### src/rtl/scfg_pkg.sv
package scfg_pkg;

    // Read sequencer states
    typedef enum logic [1:0] {
        RD_IDLE  = 2'd0,
        RD_SHIFT = 2'd1,
        RD_DONE  = 2'd2
    } rd_state_e;

    // Content of byte idx of revision rev
    function automatic logic [7:0] pattern_byte(input int unsigned rev, input int unsigned idx);
        logic [31:0] v;
        v = (rev * 32'd64) ^ (idx * 32'd29) ^ 32'hA5;
        return v[7:0];
    endfunction

endpackage

### src/rtl/scfg_sync.sv
module scfg_sync #(
    parameter int unsigned     W         = 4,
    parameter int unsigned     STAGES    = 2,
    parameter logic [W-1:0]    RESET_VAL = '0
) (
    input  logic         clk,
    input  logic         rst_n,
    input  logic [W-1:0] async_i,
    output logic [W-1:0] sync_o
);
    logic [W-1:0] stg_d [STAGES];
    logic [W-1:0] stg_q [STAGES];

    generate
        for (genvar s = 0; s < STAGES; s++) begin : g_stage
            if (s == 0) begin : g_first
                always_comb stg_d[s] = async_i;
            end else begin : g_next
                always_comb stg_d[s] = stg_q[s-1];
            end

            always_ff @(posedge clk or negedge rst_n) begin
                if (!rst_n) stg_q[s] <= RESET_VAL;
                else        stg_q[s] <= stg_d[s];
            end
        end
    endgenerate

    assign sync_o = stg_q[STAGES-1];
endmodule

### src/rtl/scfg_por.sv
module scfg_por #(
    parameter int unsigned POR_CYCLES = 100000
) (
    input  logic clk,
    input  logic rst_n,
    output logic pull_low_o,
    output logic por_done_o
);
    localparam int unsigned CW = $clog2(POR_CYCLES + 1);

    typedef struct packed {
        logic [CW-1:0] cnt;
    } por_regs_t;

    por_regs_t cur_q, nxt_d;

    always_comb begin
        nxt_d = cur_q;
        if (cur_q.cnt != CW'(POR_CYCLES)) nxt_d.cnt = cur_q.cnt + 1'b1;
    end

    always_ff @(posedge clk or negedge rst_n) begin
        if (!rst_n) cur_q <= '0;
        else        cur_q <= nxt_d;
    end

    assign por_done_o = (cur_q.cnt == CW'(POR_CYCLES));
    assign pull_low_o = !por_done_o;


    por_once_chk: assert property (@(posedge clk) disable iff (!rst_n)
        !pull_low_o |=> !pull_low_o);
endmodule

### src/rtl/scfg_rom.sv
module scfg_rom
    import scfg_pkg::*;
#(
    parameter int unsigned NUM_REV      = 4,
    parameter int unsigned REGION_BYTES = 16,
    parameter int unsigned AW           = 10
) (
    input  logic [AW-1:0] bit_addr_i,
    output logic          bit_o
);
    localparam int unsigned TOTAL = NUM_REV * REGION_BYTES;

    logic [7:0]    rom_w [TOTAL];
    logic [AW-4:0] byte_idx;
    logic [2:0]    bit_sel;

    generate
        for (genvar g = 0; g < int'(TOTAL); g++) begin : g_byte
            assign rom_w[g] = pattern_byte(g / REGION_BYTES, g % REGION_BYTES);
        end
    endgenerate

    assign byte_idx = bit_addr_i[AW-1:3];
    assign bit_sel  = ~bit_addr_i[2:0];

    always_comb begin
        bit_o = 1'b1;
        if (int'(byte_idx) < int'(TOTAL)) bit_o = rom_w[byte_idx][bit_sel];
    end
endmodule

### src/rtl/scfg_reader.sv
module scfg_reader
    import scfg_pkg::*;
#(
    parameter int unsigned REV_SEL_W    = 2,
    parameter int unsigned REGION_BYTES = 16,
    parameter int unsigned DEFAULT_REV  = 0,
    parameter int unsigned AW           = 10
) (
    input  logic                 clk,
    input  logic                 rst_n,
    input  logic                 active_i,
    input  logic                 cfg_rise_i,
    input  logic                 ext_sel_n_i,
    input  logic [REV_SEL_W-1:0] rev_sel_i,
    input  logic                 rom_bit_i,
    output logic [AW-1:0]        rd_addr_o,
    output logic                 data_o,
    output logic                 data_oe_o
);
    localparam int unsigned REGION_BITS = REGION_BYTES * 8;
    localparam int unsigned BIW         = $clog2(REGION_BITS + 1);
    localparam logic [REV_SEL_W-1:0] DEF_REV = REV_SEL_W'(DEFAULT_REV);

    typedef struct packed {
        rd_state_e            state;
        logic [BIW-1:0]       bit_idx;
        logic [REV_SEL_W-1:0] rev;
        logic                 data;
        logic                 oe;
    } rd_regs_t;

    rd_regs_t cur_q, nxt_d;

    always_comb begin
        nxt_d = cur_q;
        if (!active_i) begin
            nxt_d.state   = RD_IDLE;
            nxt_d.bit_idx = '0;
            nxt_d.rev     = ext_sel_n_i ? DEF_REV : rev_sel_i;
            nxt_d.oe      = 1'b0;
        end else begin
            nxt_d.oe = 1'b1;
            unique case (cur_q.state)
                RD_IDLE: nxt_d.state = RD_SHIFT;
                RD_SHIFT: begin
                    if (cfg_rise_i) begin
                        nxt_d.bit_idx = cur_q.bit_idx + 1'b1;
                        if (cur_q.bit_idx == BIW'(REGION_BITS - 1)) nxt_d.state = RD_DONE;
                    end
                end
                RD_DONE: nxt_d.state = RD_DONE;
                default: nxt_d.state = RD_IDLE;
            endcase
        end
        nxt_d.data = (cur_q.state == RD_DONE) ? 1'b1 : rom_bit_i;
    end

    always_ff @(posedge clk or negedge rst_n) begin
        if (!rst_n) begin
            cur_q         <= '0;
            cur_q.state   <= RD_IDLE;
            cur_q.rev     <= DEF_REV;
            cur_q.data    <= 1'b1;
        end else begin
            cur_q <= nxt_d;
        end
    end

    assign rd_addr_o = AW'(cur_q.rev) * AW'(REGION_BITS) + AW'(cur_q.bit_idx);
    assign data_o    = cur_q.data;
    assign data_oe_o = cur_q.oe;


    hiz_when_idle_chk: assert property (@(posedge clk) disable iff (!rst_n)
        !active_i |=> !data_oe_o);


    no_skip_chk: assert property (@(posedge clk) disable iff (!rst_n)
        (active_i && $past(active_i)) |->
            ((cur_q.bit_idx == $past(cur_q.bit_idx)) ||
             (cur_q.bit_idx == BIW'($past(cur_q.bit_idx) + 1'b1))));


    rev_hold_chk: assert property (@(posedge clk) disable iff (!rst_n)
        (active_i && $past(active_i)) |-> $stable(cur_q.rev));


    no_overrun_chk: assert property (@(posedge clk) disable iff (!rst_n)
        cur_q.bit_idx <= BIW'(REGION_BITS));
endmodule

### src/rtl/scfg_emu.sv
module scfg_emu #(
    parameter int unsigned REV_SEL_W    = 2,
    parameter int unsigned REGION_BYTES = 16,
    parameter int unsigned POR_CYCLES   = 100000,
    parameter int unsigned DEFAULT_REV  = 0
) (
    input  logic                 clk,
    input  logic                 rst_n,
    input  logic                 cfg_clk_i,
    input  logic                 ce_n_i,
    input  logic                 rst_line_i,
    output logic                 rst_pull_low_o,
    input  logic                 mode_sel_i,
    input  logic                 ext_sel_n_i,
    input  logic [REV_SEL_W-1:0] rev_sel_i,
    output logic                 data_o,
    output logic                 data_oe_o,
    output logic                 clk_out_o,
    output logic                 clk_out_oe_o
);
    localparam int unsigned NUM_REV    = 2 ** REV_SEL_W;
    localparam int unsigned TOTAL_BITS = NUM_REV * REGION_BYTES * 8;
    localparam int unsigned AW         = $clog2(TOTAL_BITS + 1);

    typedef struct packed {
        logic cfg_prev;
        logic clk_out;
    } top_regs_t;

    top_regs_t cur_q, nxt_d;

    logic [3:0]    sync_w;
    logic          cfg_s, ce_n_s, line_s, mode_s;
    logic          por_done, cfg_rise, active;
    logic [AW-1:0] rd_addr;
    logic          rom_bit;

    scfg_sync #(.W(4), .STAGES(2), .RESET_VAL(4'b0100)) u_sync (
        .clk     (clk),
        .rst_n   (rst_n),
        .async_i ({cfg_clk_i, ce_n_i, rst_line_i, mode_sel_i}),
        .sync_o  (sync_w)
    );

    assign cfg_s  = sync_w[3];
    assign ce_n_s = sync_w[2];
    assign line_s = sync_w[1];
    assign mode_s = sync_w[0];

    scfg_por #(.POR_CYCLES(POR_CYCLES)) u_por (
        .clk        (clk),
        .rst_n      (rst_n),
        .pull_low_o (rst_pull_low_o),
        .por_done_o (por_done)
    );

    always_comb begin
        nxt_d          = cur_q;
        nxt_d.cfg_prev = cfg_s;
        nxt_d.clk_out  = cfg_s;
    end

    always_ff @(posedge clk or negedge rst_n) begin
        if (!rst_n) cur_q <= '0;
        else        cur_q <= nxt_d;
    end

    assign cfg_rise = cfg_s && !cur_q.cfg_prev;
    assign active   = por_done && line_s && !ce_n_s && mode_s;

    scfg_reader #(
        .REV_SEL_W    (REV_SEL_W),
        .REGION_BYTES (REGION_BYTES),
        .DEFAULT_REV  (DEFAULT_REV),
        .AW           (AW)
    ) u_reader (
        .clk         (clk),
        .rst_n       (rst_n),
        .active_i    (active),
        .cfg_rise_i  (cfg_rise),
        .ext_sel_n_i (ext_sel_n_i),
        .rev_sel_i   (rev_sel_i),
        .rom_bit_i   (rom_bit),
        .rd_addr_o   (rd_addr),
        .data_o      (data_o),
        .data_oe_o   (data_oe_o)
    );

    scfg_rom #(
        .NUM_REV      (NUM_REV),
        .REGION_BYTES (REGION_BYTES),
        .AW           (AW)
    ) u_rom (
        .bit_addr_i (rd_addr),
        .bit_o      (rom_bit)
    );

    assign clk_out_o    = cur_q.clk_out;
    assign clk_out_oe_o = data_oe_o;


    line_low_hiz_chk: assert property (@(posedge clk) disable iff (!rst_n)
        !line_s |=> !data_oe_o);


    mode_off_hiz_chk: assert property (@(posedge clk) disable iff (!rst_n)
        !mode_s |=> (!data_oe_o && !clk_out_oe_o));
endmodule

### config.mk
export PLATFORM = sky130hd
export DESIGN_NAME = scfg_emu
export DESIGN_NICKNAME = d
export VERILOG_FILES = /design/src/rtl/scfg_pkg.sv /design/src/rtl/scfg_sync.sv /design/src/rtl/scfg_por.sv /design/src/rtl/scfg_rom.sv /design/src/rtl/scfg_reader.sv /design/src/rtl/scfg_emu.sv
export SDC_FILE = /design/constraint.sdc
export NUM_CORES = 1
export LEC_CHECK = 0
export ABC_AREA = 1
export BUFFER_PORTS_ARGS = -buffer_cell sky130_fd_sc_hd__buf_2
export CORE_MARGIN = 4
export CORE_UTILIZATION = 50
export DETAILED_ROUTE_END_ITERATION = 10
export HOLD_SLACK_MARGIN = 0.1
export PLACE_DENSITY = 0.7
export SYNTH_ARGS = -nofsm -noshare
export SYNTH_HDL_FRONTEND = slang
export SYNTH_SLANG_ARGS = --single-unit
### constraint.sdc
create_clock -name clk -period 2.3 [get_ports clk]
set_clock_uncertainty 0.2 [all_clocks]
set_input_delay 0.23 -clock clk [delete_from_list [all_inputs] [get_ports clk]]
set_output_delay 0.23 -clock clk [all_outputs]
set_load 0.01 [all_outputs]
# After elaboration in Yosys (flattened, before gate mapping)
# Memories as Yosys holds them, arrays and structs flattened.
# Index checks and enable logic that the tools add are counted.
# word_totals
register_bits	40
mem_bits_ro	512
mem_count	1
# mem_list
name	depth	word_bits	rd	rd_ports_with_merged_regs	write_ports	line	rtl
(name not given)	64	8	1	0	0	scfg_rom.sv:28	if (int'(byte_idx) < int'(TOTAL)) bit_o = rom_w[byte_idx][bit_sel];
# op_classes
addsub	3
n_lt_le_gt_ge	3
n_eq_ne	9
n_mux	13
bitwise	2
reduce_logical	10
# op_table
operator	n
$mux 8	3
$mux 10	2
$add 17x1->17 const B	1
$eq 17x17->1 const B	1
$ne 17x17->1 const B	1
$add 9x8->10	1
$add 8x1->8 const B	1
$eq 8x7->1 const B	1
$ge 8x7->1 const B	1
$not 7->8	1
$lt 7x7->1 const B	1
$ne 3x3->1 const B	2
$pmux 2 s3	1
$logic_and 1x1->1	4
$lt 3x4->1 const B	1
$mux 1	4
$mux 2	2
$ne 2x2->1 const B	2
$reduce_and 2->1	2
$bmux 1 s3	1
$logic_not 1->1	3
$not 3->3	1
$eq 2x1->1 const B	1
$eq 2x2->1 const B	1
$logic_not 2->1	1

# Longest topological paths before layout
# logic_depth
ltp_word	9
depth_mapped	11

# Cells and area by module
# From an unflattened synthesis, not the netlist that was laid out.
# unflattened
hier_cells	329
area_unflattened_um2	2501.1
# by_module_without_submodules
mod	instances	cells_each	area_per_inst_um2
scfg_por	1	136	1008.5
scfg_reader	1	102	825.8
scfg_rom	1	75	406.6
scfg_sync	1	8	202.7
scfg_emu	1	8	57.6

# Worst setup path after synthesis
# Ideal clock, no wire load.
# synth_timing
kind	reg2reg
start	register u_reader.cur_q[7] (netlist bit)
end	register u_reader.cur_q (netlist bit u_reader.data_o)
setup_time_ns	0.079
arrival_ns	1.412
required_ns	2.021
setup_slack_ns	0.608
stages_incl_launch_ff	11
path_buffers	0
period_less_slack_ns	1.692
cell_sequence	dfrtp_1 -> inv_1 -> ha_1 -> a21oi_1 -> o21ai_0 -> nand2_1 -> nand2_1 -> nand3_1 -> nand3_1 -> nand2_1 -> nand2_1
# synth_lines
element	line	rtl
start, declared	scfg_reader.sv:32	rd_regs_t cur_q, nxt_d;
start signal, assigned	scfg_reader.sv:65	cur_q <= nxt_d;

==> summary.md <==
The run finished with clean final reports. The area overhead of the layout relative to synthesis was 15.07%; the area of placed instances was 2318 µm². After synthesis, the largest area contributor takes up 41.76% of total cell area.

Most common cell in the netlist: sky130_fd_sc_hd__nand2_1. The slowest stage cell on the critical path is sky130_fd_sc_hd__dfrtp_1. For this run, design rule violations remaining after detail routing come to 0. The most repeated library cell on the critical path was sky130_fd_sc_hd__nand2_1. Dominant delay contributor by cell family on the critical path: flip-flops. The run gives 1.202 nW as the leakage dissipation. The tightest min-delay check is of the reg2reg type.

The number of antenna violations at the first check in global routing was 0. Setup repair after global routing left no endpoint under its margin. Combined buffer and inverter count along the critical path: 1.

The number of fillers in the final layout is 373. For the finished layout, the period the worst path requires is 1920 ps. Once the clock tree was built, the resizer swapped 0 gates to a different size.

The completed layout was analyzed and its total power is 1.450 mW. The number of antenna diodes in the final layout is 0. Clock tree synthesis inserted a total of 5 buffers.

The starting density of the core is 53.50%, and the max-slew headroom at the worst pin is 70.80%. The run gives 1950 ps as the arrival time at the worst endpoint. The longest clock path from root to sink contains 2 buffers. For the final instance area, the log shows 2551 µm².

Entering global routing, the biggest net connects 19 pins. Height of the chip: 74.59 µm. The violation count after the first detailed-routing iteration is 150. CTS placed an instance of sky130_fd_sc_hd__clkbuf_8 at the clock tree root.

STA classifies the critical path endpoint as a flop. Yosys printed 0 warnings. The H-tree was split into 2 levels. Most area-hungry cell type in the Yosys netlist: sky130_fd_sc_hd__dfrtp_1.

The worst path uses 83.50% of the clock period. Power spread over the standard cell area amounts to 568.5 nW/µm². Half-perimeter wire length after placement: 3028 µm. Wires add up to 4093 µm. The maximum net fanout on the critical path was 7; the insertion delay to the later sink of the worst-skew pair was 290 ps. The worst stage delay on the critical path works out to 490 ps.

The initialized floorplan defines 23 standard-cell rows. After technology mapping, the gate count stands at 253. The number of max-slew violations in the final report came out at 0. Of the synthesized area, sequential elements account for 45.32%. The run gives 17.30% as the overall track demand over capacity in global routing. The netlist uses 32 different library cells. The final sum of negative setup slack came out at 0 ps.

By area the synthesized netlist is led by sky130_fd_sc_hd__dfrtp_1, sky130_fd_sc_hd__ha_1, sky130_fd_sc_hd__nand2_1, sky130_fd_sc_hd__xor2_1, sky130_fd_sc_hd__inv_1. By count the netlist is led by sky130_fd_sc_hd__nand2_1, sky130_fd_sc_hd__dfrtp_1, sky130_fd_sc_hd__inv_1. The layout net count was 304; the share of layout cells above drive strength 1 was 12.77%. During I/O placement, the number of pins put on the boundary was 14. The synthesized area per cell works out to 8.763 µm². The x dimension of the die was 74.59 µm; the area of the core was 4144 µm². The fraction of synthesis flops using an asynchronous set or reset pin is 100.0%.

The net count after synthesis was 276. TritonCTS built the clock tree. For the number of iterations in the first detailed-routing pass, the log shows 4. The worst setup path is launched from a flop. In the synthesized netlist the dominant register cell turns out to be sky130_fd_sc_hd__dfrtp_1. In this run the tool buffered the top-level ports with 13 buffer cells. Maximum ir drop on the vdd rail: 447.9 µV.

The final number of hold-violating endpoints is 0, and the required time at the endpoint of the critical path is 2330 ps. The signal on the critical path passes through inv_1 -> ha_1 -> a21oi_1 -> o21ai_0 -> nand2_1 -> nand2_1 -> nand3_1 -> nand3_1 -> nand2_1 -> nand2_1. After synthesis the netlist holds a flip-flop and latch count of 40. The worst-margin pin slew works out to 434.1 ps. Counting flops with a built-in enable in the synthesized netlist gives 0.

Summing every instance area after synthesis gives 2217 µm². Setup violations remaining at the end of the flow were counted as 0. In the routed layout, each cell is associated on average with a via count of 5.054. Global routing finished with a remaining overflow of 0. The congestion estimate from routability-driven global placement came to 0.8524.

The detail route stage leaves a number of antenna-violating nets equal to 0. The logs give 1625 for the via count of the first global-routing pass and 0 for the number of max-cap violations. The die covers 5564 µm². The clock net in this run drives a total of 40 sinks. Clock-pin slew was measured on the worst setup and hold paths at 80 ps. The routed length per instance is 12.33 µm, and the wire length of the first global-routing pass is 7410 µm. Across all layers, the routed design uses 1678 vias.

The tools report the maximum clock frequency as 0.5207 GHz. Type of the worst setup path: reg2reg.
==> layout make-up <==
| type | instances | area, µm² | area share (%) |
|---|---|---|---|
| repair buffers | 25 | 180.2 | 7.062 |
| inverters | 32 | 120.1 | 4.708 |
| flip-flops and latches | 40 | 1005 | 39.38 |
| multi-input cells | 177 | 1051 | 41.20 |
| clock inverters | 2 | 60.06 | 2.354 |
| well taps | 50 | 62.56 | 2.452 |
| clock buffers | 6 | 72.57 | 2.845 |
==> cell usage in the layout (no fill, tap or decap), types with 2 or more instances in the layout <==
cell type                       instances
sky130_fd_sc_hd__xor2_1                17
sky130_fd_sc_hd__o211ai_1               2
sky130_fd_sc_hd__ha_1                  14
sky130_fd_sc_hd__dlygate4sd3_1         10
sky130_fd_sc_hd__nor2_1                26
sky130_fd_sc_hd__nand3b_1               3
sky130_fd_sc_hd__nor2_4                 2
sky130_fd_sc_hd__nand2_1               46
sky130_fd_sc_hd__buf_2                 13
sky130_fd_sc_hd__nand4_1                9
sky130_fd_sc_hd__dfstp_2                3
sky130_fd_sc_hd__nand2_2                2
sky130_fd_sc_hd__a21oi_1                9
sky130_fd_sc_hd__nor3_1                 2
sky130_fd_sc_hd__bufinv_16              2
sky130_fd_sc_hd__buf_4                  2
sky130_fd_sc_hd__o21ai_0               12
sky130_fd_sc_hd__or2_2                  2
sky130_fd_sc_hd__dfrtp_1               37
sky130_fd_sc_hd__clkbuf_8               5
sky130_fd_sc_hd__xnor2_1                2
sky130_fd_sc_hd__inv_1                 30
sky130_fd_sc_hd__nor4_1                 3
sky130_fd_sc_hd__nand3_1               17
==> timing repair <==
| action | in CTS | in global routing |
|---|---|---|
| setup buffers | 0 | 0 |
| hold buffers | 10 | 0 |
| setup endpoints to repair | 0 | 0 |
| endpoints found under the hold margin | 46 | 0 |
==> per-layer routing <==
layer | global-route usage [%] | wire length [µm] | part of all wire [%] | vias to the layer above
li1 | - | - | - | 878
met1 | 25.09 | 2108 | 52 | 763
met2 | 25.76 | 1789 | 44 | 33
met3 | 4.324 | 152 | 3.7 | 4
met4 | 4.941 | 42 | 1.0 | 0
met5 | 0 | 0 | 0 | -
==> logic make-up after synthesis <==
logic type	after synthesis	share of synthesized area, %
buf+inv	36	7.280
simple gates	117	25.17
flops	40	45.32
compound gates	27	6.829
xor+xnor	19	7.506
fa+ha+maj	14	7.901
==> flip-flops by register name, summed over array words and instances (netlist names) <==
| name | flops |
|---|---|
| u_por.cur_q | 17 |
| u_reader.cur_q | 12 |
| u_sync.stg_d | 4 |
| u_sync.sync_o | 4 |
| clk_out_o | 1 |
| u_reader.data_o | 1 |
| u_reader.data_oe_o | 1 |
==> per-stage QoR <==
step           utilization, %  std cells  setup WS, ps  hold WS [ps]
2_1_floorplan               -        253         608.4        -265.6
3_3_place_gp            55.95        314         404.8        -137.6
3_5_place_dp            55.95        314         413.8        -135.3
4_1_cts                 61.56        332         386.9         156.5
5_1_grt                 61.56        332         154.7         162.6
6_report                61.56        332         379.5         153.3
==> final timing paths <==
kind	from	slack, ps	cells past startpoint	endpoint
setup / recovery	u_reader.cur_q[7]	380	10	u_reader.data_o
hold / removal	u_sync.stg_d[1]	150	0	u_sync.sync_o[1]
setup reg to reg	u_reader.cur_q[7]	380	10	u_reader.data_o
hold reg to reg	u_sync.stg_d[1]	150	0	u_sync.sync_o[1]
max in group asynchronous	rst_n	1000	3	u_por.cur_q[4]
min in group asynchronous	rst_n	250	3	u_por.cur_q[10]
==> power by group <==
group          internal [mW]  switching [mW]
combinational         0.0234          0.0239
clock                  0.434           0.250
sequential             0.715         0.00420
total                   1.17           0.278
(Power assumes the default switching activity.)
